**src/rtl/dsm_adder_pkg.sv**
```systemverilog
package dsm_adder_pkg;

  // strobes from the control module to the datapath
  typedef struct packed {
    logic advance;    // a sample is consumed this cycle
    logic clear;      // return all state to zero
    logic useSecond;  // second-order path selected
  } dpStrobes_t;

endpackage

```
**src/rtl/dsm_full_adder.sv**
```systemverilog
module dsm_full_adder (
  input  logic a,
  input  logic b,
  input  logic cin,
  output logic sum,
  output logic carry
);

  assign sum   = a ^ b ^ cin;
  assign carry = (a & b) | (a & cin) | (b & cin);

endmodule

```
**src/rtl/dsm_adder_ctrl.sv**
```systemverilog
module dsm_adder_ctrl
  import dsm_adder_pkg::*;
#(
  parameter bit ENABLE_SECOND = 1'b1
) (
  input  logic       rst,
  input  logic       validIn,
  input  logic       orderSel,
  output dpStrobes_t strobes
);

  always_comb begin
    strobes.clear     = rst;
    strobes.advance   = validIn & ~rst;
    strobes.useSecond = orderSel & ENABLE_SECOND;
  end

endmodule

```
**src/rtl/dsm_adder_dp.sv**
```systemverilog
module dsm_adder_dp
  import dsm_adder_pkg::*;
#(
  parameter int ERR_W         = 6,
  parameter bit ENABLE_SECOND = 1'b1
) (
  input  logic                    clk,
  input  dpStrobes_t              strobes,
  input  logic                    xBit,
  input  logic                    yBit,
  output logic                    zBit,
  output logic                    sumState,
  output logic signed [ERR_W-1:0] err1Q,
  output logic signed [ERR_W-1:0] err2Q
);

  localparam int VW   = ERR_W + 3;
  localparam int EMAX = (1 << (ERR_W - 1)) - 1;
  localparam int EMIN = -(1 << (ERR_W - 1));

  logic faSum;
  logic faCarry;
  logic zSecond;
  logic zQ;
  logic sumQ;

  // first-order path: full adder with its sum bit fed back
  dsm_full_adder u_fa (
    .a     (xBit),
    .b     (yBit),
    .cin   (sumQ),
    .sum   (faSum),
    .carry (faCarry)
  );

  generate
    if (ENABLE_SECOND) begin : g_second
      logic [VW-1:0]        uExt;
      logic signed [VW-1:0] vAcc;
      logic signed [VW-1:0] eRaw;
      logic signed [ERR_W-1:0] errNext;
      logic signed [ERR_W-1:0] e1Q;
      logic signed [ERR_W-1:0] e2Q;

      always_comb begin
        uExt    = VW'(xBit) + VW'(yBit);
        vAcc    = $signed(uExt) + ($signed(VW'(e1Q)) <<< 1) - $signed(VW'(e2Q));
        zSecond = (vAcc > 0);
        eRaw    = zSecond ? (vAcc - VW'(2)) : vAcc;
        if (eRaw > VW'(EMAX)) begin
          errNext = ERR_W'(EMAX);
        end else if (eRaw < VW'(EMIN)) begin
          errNext = ERR_W'(EMIN);
        end else begin
          errNext = eRaw[ERR_W-1:0];
        end
      end

      always_ff @(posedge clk) begin
        if (strobes.clear) begin
          e1Q <= '0;
          e2Q <= '0;
        end else if (strobes.advance && strobes.useSecond) begin
          e1Q <= errNext;
          e2Q <= e1Q;
        end
      end

      assign err1Q = e1Q;
      assign err2Q = e2Q;
    end else begin : g_first_only
      assign zSecond = 1'b0;
      assign err1Q   = '0;
      assign err2Q   = '0;
    end
  endgenerate

  always_ff @(posedge clk) begin
    if (strobes.clear) begin
      zQ   <= 1'b0;
      sumQ <= 1'b0;
    end else if (strobes.advance) begin
      if (strobes.useSecond) begin
        zQ <= zSecond;
      end else begin
        zQ   <= faCarry;
        sumQ <= faSum;
      end
    end
  end

  assign zBit     = zQ;
  assign sumState = sumQ;

endmodule

```
**src/rtl/dsm_stream_adder.sv**
```systemverilog
module dsm_stream_adder
  import dsm_adder_pkg::*;
#(
  parameter int ERR_W         = 6,
  parameter bit ENABLE_SECOND = 1'b1
) (
  input  logic clk,
  input  logic rst,
  input  logic validIn,
  input  logic orderSel,
  input  logic xBit,
  input  logic yBit,
  output logic zBit
);

  dpStrobes_t              strobes;
  logic                    sumState;
  logic signed [ERR_W-1:0] err1;
  logic signed [ERR_W-1:0] err2;

  dsm_adder_ctrl #(
    .ENABLE_SECOND (ENABLE_SECOND)
  ) u_ctrl (
    .rst      (rst),
    .validIn  (validIn),
    .orderSel (orderSel),
    .strobes  (strobes)
  );

  dsm_adder_dp #(
    .ERR_W         (ERR_W),
    .ENABLE_SECOND (ENABLE_SECOND)
  ) u_dp (
    .clk      (clk),
    .strobes  (strobes),
    .xBit     (xBit),
    .yBit     (yBit),
    .zBit     (zBit),
    .sumState (sumState),
    .err1Q    (err1),
    .err2Q    (err2)
  );

endmodule

```
**config.mk**
```make
export PLATFORM = sky130hd
export DESIGN_NAME = dsm_stream_adder
export DESIGN_NICKNAME = d
export VERILOG_FILES = /design/src/rtl/dsm_adder_pkg.sv /design/src/rtl/dsm_full_adder.sv /design/src/rtl/dsm_adder_ctrl.sv /design/src/rtl/dsm_adder_dp.sv /design/src/rtl/dsm_stream_adder.sv
export SDC_FILE = /design/constraint.sdc
export NUM_CORES = 1
export LEC_CHECK = 0
export BUFFER_PORTS_ARGS = -buffer_cell sky130_fd_sc_hd__clkbuf_2
export CORE_MARGIN = 2
export CORE_UTILIZATION = 60
export DETAILED_ROUTE_END_ITERATION = 8
export PLACE_DENSITY_LB_ADDON = 0.05
export SKIP_LAST_GASP = 1
export SYNTH_ARGS = -nofsm -noshare
export SYNTH_HDL_FRONTEND = slang
export SYNTH_SLANG_ARGS = --single-unit
```
**constraint.sdc**
```tcl
create_clock -name clk -period 4.3 [get_ports clk]
set_input_delay 0.43 -clock clk [delete_from_list [all_inputs] [get_ports clk]]
set_output_delay 0.43 -clock clk [all_outputs]
set_load 0.05 [all_outputs]
```
==> results of run 1 <==
## critical path, stage by stage
cell,delay [ns]
clkbuf_2,0.11
ha_1,0.21
ha_1,0.21
ha_1,0.22
xor2_1,0.15
ha_1,0.35
o21ai_0,0.32
a2111oi_0,0.13
a211o_1,0.33
nand3b_1,0.28
nor3_1,0.31
o21ai_0,0.15
o22ai_2,0.27
a211oi_1,0.12
## sequential cells by signal, indices dropped and copies added (netlist names)
signal	flops
u_dp.sumState	1
u_dp.zBit	1
u_dp.err2Q	6
u_dp.err1Q	6
## kinds of logic (layout without fill, tap and decap cells)
kind of cell,count (synthesis),in the layout
muxes,1,1
and+or+nand+nor,53,53
adders and majority gates,14,14
buffers and inverters,18,23
xor gates and xnor gates,9,9
DFF,14,14
AOI/OAI and AO/OA,52,52
## placed cells by master (no fill, tap or decap), types with 2 or more instances in the layout
| cell | instances |
|---|---|
| a211oi_1 | 4 |
| o22ai_2 | 2 |
| nor3b_1 | 3 |
| o211ai_1 | 2 |
| and3_1 | 2 |
| inv_1 | 14 |
| nand2_1 | 11 |
| nand3b_1 | 2 |
| clkbuf_4 | 3 |
| dfxtp_1 | 14 |
| nand2b_1 | 3 |
| nor2b_1 | 3 |
| fa_1 | 2 |
| o31ai_1 | 5 |
| clkbuf_2 | 6 |
| nand3_1 | 6 |
| a21o_1 | 2 |
| a31oi_1 | 3 |
| xor2_1 | 3 |
| xnor2_1 | 5 |
| nor3_1 | 4 |
| a21boi_0 | 2 |
| a21oi_1 | 10 |
| o21ai_0 | 6 |
| a211o_1 | 2 |
| nor2_1 | 11 |
| ha_1 | 12 |
## layout make-up
cell class	count	area (sq um)
fill	192	744
clock buffer	3	22.5
multi-input combinational	129	983
timing repair buffer	6	30.0
sequential	14	280
inverter	14	52.6
tap	28	35.0
## routing by layer
metal | vias to the layer above | part of all wire | GRT usage
li1 | 604 | - | -
met1 | 553 | 0.47 | 0.335
met2 | 27 | 0.47 | 0.411
met3 | 4 | 0.047 | 0.0614
met4 | 0 | 0.0093 | 0.0631
met5 | - | 0 | 0
## per-stage QoR
step,cell area (sq um),setup WS (ns),util,total power (W),cells
2_1_floorplan,1340,1.06,-,0.000413,161
3_3_place_gp,1380,0.671,0.643,0.000466,191
3_5_place_dp,1380,0.600,0.643,0.000474,191
4_1_cts,1400,0.890,0.653,0.000546,194
5_1_grt,1400,0.620,0.653,0.000591,194
6_report,1400,0.874,0.653,0.000546,194
## where the power goes
| part | switching (W) | internal (W) |
|---|---|---|
| Clock | 0.0000379 | 0.0000324 |
| Combinational | 0.000198 | 0.000129 |
| Sequential | 0.0000104 | 0.000139 |
## worst paths after layout
check / cells past startpoint / slack, ns / end / startpoint
worst max-delay path: 14 / 0.87 / u_dp.err1Q[3]$_SDFFE_PP0P_ / xBit
worst min-delay path: 2 / 0.40 / u_dp.zBit$_SDFFE_PP0P_ / validIn
worst max register to register: 13 / 0.97 / u_dp.err1Q[3]$_SDFFE_PP0P_ / u_dp.err1Q[0]$_SDFFE_PP0P_
worst min register to register: 2 / 0.48 / u_dp.err2Q[0]$_SDFFE_PP0P_ / u_dp.err1Q[0]$_SDFFE_PP0P_
==> impl_results.md, run 1 <==
- Routed WL per cell: 15.0 um
- CP startpoint kind: input pin
- Routability cong.: 0.882
- Most used DFF post-synth: dfxtp_1
- Power per cell area: 389 nW/um^2
- Simple-gate share of the synthesized area: 0.222
- H-Tree Depth: 1
- Antenna diode count: 0
- Rows: 17
- Syn nets: 181
- Layout net count: 188
- Max Freq: 292 MHz
- CTS tree: yes
- Top Ports: 7
- Yosys warning count: 0
- Critical Path AT: 3.58 ns
- GR Overflow Total: 0
- Antenna Nets Post-Route: 0
- Vias in the first global route: 1103
- Clk Latency, worst-skew pair: 0.27 ns
- Cells after Synth: 161
- Synth Area per Inst: 8.29 sq um
- Routed vias: 1188
- Width of the die: 51.2 um
- Sequential share of the synthesized area: 0.210
- Worst Clk Skew: 0.00332 ns
- Hold Crit Class: in2reg
- Worst path required time: 4.45 ns
- Status: complete, no violations
- Core Box Area: 2150 sq um
- Max Slew Vio Count: 0
- Clk slew on worst S/H paths: 0.08 ns
- Antenna violations before repair: 0
- Clk sink count: 14
- Initial Util: 0.621
- Critical path fanouts, max: 5
- Proportion of synthesized area in mux cells: 0.00750
- WL final: 2.91 mm
- First DRT Iteration DRCs: 35
- Die area: 2620 sq um
- CTS root buf: clkbuf_4
- Post-Synth Adder-Cell Area: 0.142
- Detailed placer's ending HPWL: 2.32 mm
- Synth top cells by count: dfxtp_1 (14), inv_1 (14), ha_1 (12)
- Share of cells above drive strength 1: 0.120
- Distinct cells, synth: 52
- Least-Margin Pin Slew: 0.624 ns
- Leakage power: 0.592 nW
- Largest net degree at the start of global routing: 20
- Fin. Hold Viols: 0
- Vias per cell: 6.12
- Residual DRC count: 0
- Max cap viols: 0
- #FFs+latches synth: 14
- CP Capture Type: register
- WHS: 0.401 ns
- Post-CTS Resized: 0
- Worst slew margin: 0.579
- Final setup fails: 0
- EDFF count, synth: 0
- Post-Synth XOR/XNOR Area: 0.0647
- Yosys top cell by area: dfxtp_1
- Num CTS Buffers: 3
- First-pass GRT wire length: 4.95 mm
- Die span in y: 51.2 um
- Final period utilization: 0.797
- Pre-antenna DRT Iters: 7
- Total track usage: 0.253
- Number of buffers added on ports: 6
- Complex-gate fraction of the synthesized area: 0.300
- Asr flop ratio synth: 0
- Clock Path Buffers: 2
- Synth Cell Area: 1340 sq um
- Worst vdd ir: 0.000286 V
- Largest family of logic cells by synthesized area: compound AO/OA/AOI/OAI gates
- RSZ-0062 raised after global routing: no
- CP Class: in2reg
- Min cycle time layout: 3.43 ns
- CTS hold repair buffers: 0
- Largest cells by area after synthesis: dfxtp_1 (21%), ha_1 (11%), inv_1 (3.9%), a21oi_1 (3.7%), xnor2_1 (3.3%)
- Area Overhead vs Synth: 5.15%
- Post-CTS Setup Inserts: 0
- Post-synth top area share: 0.210
- Setup tns final: 0 ns
Note: power is estimated with default switching activity, not from simulation.
==> inputs of run 2 (changes only) <==
Clock period 4.3 ns to 3.3 ns, I/O delays scaled along.
==> run 2 against run 1 <==
Via count grew 11%. Clock power grew 44%. Critical path depth down 1. Final area is 18% higher. Sequential share of layout area fell by 2.9 points. Critical endpoint is now u_dp.err1Q[0]$_SDFFE_PP0P_. Largest cell class unchanged. Largest power group unchanged.
==> impl_results.md, run 2 (synthesis gave the netlist of run 1 again) <==
- Post-route cell area: 1650 sq um (+18%)
- GR Overflow Total: 0 (unchanged)
- Power per cell area: 533 nW/um^2 (+37%)
- Vias in the first global route: 1230 (+12%)
- CTS tree: yes
- CTS root buf: clkbuf_4
- Final setup fails: 0 (unchanged)
- CTS hold repair buffers: 0 (unchanged)
- Leakage power: 0.703 nW (+19%)
- Cell at the slowest stage of the critical path: dfxtp_2
- Worst vdd ir: 0.000385 V (+35%)
- Clk Latency, worst-skew pair: 0.29 ns (+0.02 ns)
- H-Tree Depth: 1 (unchanged)
- Area Overhead vs Synth: 23.7%
- Core Box Area: 2150 sq um (unchanged)
- WL final: 3.44 mm (+18%)
- Layout net count: 207 (+10%)
- Fin. Hold Viols: 0 (unchanged)
- Total track usage: 0.274 (+0.0207)
- First-pass GRT wire length: 5.33 mm (+7.7%)
- Min cycle time layout: 3.17 ns
- Top Ports: 7 (unchanged)
- Worst Clk Skew: 0.00510 ns (+0.00179 ns)
- Most used cell, CP: ha_4
- Critical Path AT: 3.35 ns (-0.23 ns)
- Antenna Nets Post-Route: 0 (unchanged)
- Final Core Density: 0.769 (+0.115)
- Commonest non-fill, non-tap cells in the layout: buf_4 (18), inv_1 (14), dfxtp_1 (13)
- Final period utilization: 0.962
- Commonest non-fill, non-tap cell in the layout: buf_4
- CP Capture Type: register
- DP Area: 1510 sq um (+9.2%)
- Antenna diode count: 0 (unchanged)
- First DRT Iteration DRCs: 32 (-8.6%)
- Antenna violations before repair: 0 (unchanged)
- Clk sink count: 14 (unchanged)
- Max cap viols: 0 (unchanged)
- Vias per cell: 6.19 (+1.0%)
- Width of the die: 51.2 um (unchanged)
- Detailed placer's ending HPWL: 2.48 mm (+7.2%)
- Routed vias: 1318 (+11%)
- Status: complete, no violations
- Largest stage delay on the critical path: 0.39 ns (+0.04 ns)
- Routability cong.: 0.874 (-0.99%)
- Initial Util: 0.621 (unchanged)
- Reg2Reg Setup Slack: 0.13 ns (-0.84 ns)
- Clock Path Buffers: 2 (unchanged)
- Routed WL per cell: 16.1 um (+7.4%)
- CP Class: reg2reg
- Rows: 17 (unchanged)
- Hold Crit Class: in2reg
- CP cell instances: ha_4 > ha_4 > nand3_1 > xnor2_1 > ha_1 > nor3b_1 > a311o_1 > a211oi_4 > nand4_4 > nor4_2 > a21o_1 > and2_1 > a211oi_2
- Max Freq: 315 MHz
- Least-Margin Pin Slew: 0.753 ns (+0.128 ns)
- Die area: 2620 sq um (unchanged)
- Sum of buffers and inverters on the critical path: 0 (-1)
- Pre-antenna DRT Iters: 4 (-3)
- Number of buffers added on ports: 6 (unchanged)
- Share of cells above drive strength 1: 0.286 (+0.166)
- Max Slew Vio Count: 0 (unchanged)
- Clk slew on worst S/H paths: 0.09 ns (about the same)
- Worst path required time: 3.47 ns (-0.98 ns)
- WHS: 0.296 ns (-0.105 ns)
- Largest net degree at the start of global routing: 20 (unchanged)
- Critical path fanouts, max: 6 (+1)
- Delay-heaviest family, CP: simple AND/OR/NAND/NOR gates
- CP startpoint kind: register
- Num CTS Buffers: 3 (unchanged)
- Die span in y: 51.2 um (unchanged)
- Worst slew margin: 0.493 (-0.0865)
- Residual DRC count: 0 (unchanged)
==> run 2: cell count changes in the layout (fill, tap and decap cells not counted), moves of 2 or more <==
cell      before  now
buf_4          0   18
a211oi_1       4    1
a211oi_2       0    3
o21ai_0        6    3
a21oi_1       10    8
a21oi_2        1    3
ha_1          12   10
ha_4           0    2
o21ai_2        0    2
==> run 2: metal layers <==
| metal | routed length (um) | track usage |
|---|---|---|
| met2 | 1680 | 0.465 |
| met4 | 121 | 0.104 |
| met3 | 163 | 0.0614 |
| met1 | 1470 | 0.335 |
| met5 | 0 | 0 |
==> run 2: layout make-up <==
type,instances,area [sq um]
Clock buffer,3,22.5
Fill cell,153,497
Inverter,14,52.6
Multi-Input combinational cell,129,1080
Sequential cell,14,282
Tap cell,28,35.0
Timing Repair Buffer,25,176
==> run 2: worst paths after layout <==
kind,start,endpoint,depth (start not counted)
worst max-delay path,u_dp.err1Q[0]$_SDFFE_PP0P_,u_dp.err1Q[0]$_SDFFE_PP0P_,13
worst min-delay path,validIn,u_dp.zBit$_SDFFE_PP0P_,2
worst max register to register,u_dp.err1Q[0]$_SDFFE_PP0P_,u_dp.err1Q[0]$_SDFFE_PP0P_,13
worst min register to register,u_dp.err2Q[0]$_SDFFE_PP0P_,u_dp.err2Q[0]$_SDFFE_PP0P_,2
==> run 2: power by group <==
group          switching, W  total, W  internal (W)
logic              0.000327  0.000583      0.000257
clock network     0.0000582  0.000101     0.0000425
registers         0.0000151  0.000197      0.000182
==> run 2: timing repair <==
| item | 4_1_cts | 5_1_grt |
|---|---|---|
| pin swaps | 0 | 7 |
| setup endpoints to repair | 2 | 7 |
| gates resized for setup | 1 | 23 |
| buffers inserted | 0 | 2 |
==> run 2: through the flow <==
stage	setup WS, ns	setup TNS, ns	power (W)	instances
after detailed placement	-0.203	-0.941	0.000691	208
after CTS	0.0109	0	0.000793	211
after global routing	-0.0323	-0.0930	0.000930	213
after floorplan	0.162	0	0.000538	161
after global placement	-0.157	-0.682	0.000681	208
final	0.126	0	0.000881	213
==> run 2: worst reg2reg max path: stages (launching register included) <==
cell and delay, ns:
dfxtp_2 0.39, ha_4 0.17, ha_4 0.14, nand3_1 0.10, xnor2_1 0.15, ha_1 0.33
nor3b_1 0.15, a311o_1 0.31, a211oi_4 0.33, nand4_4 0.25, nor4_2 0.33, a21o_1 0.17
and2_1 0.19, a211oi_2 0.06
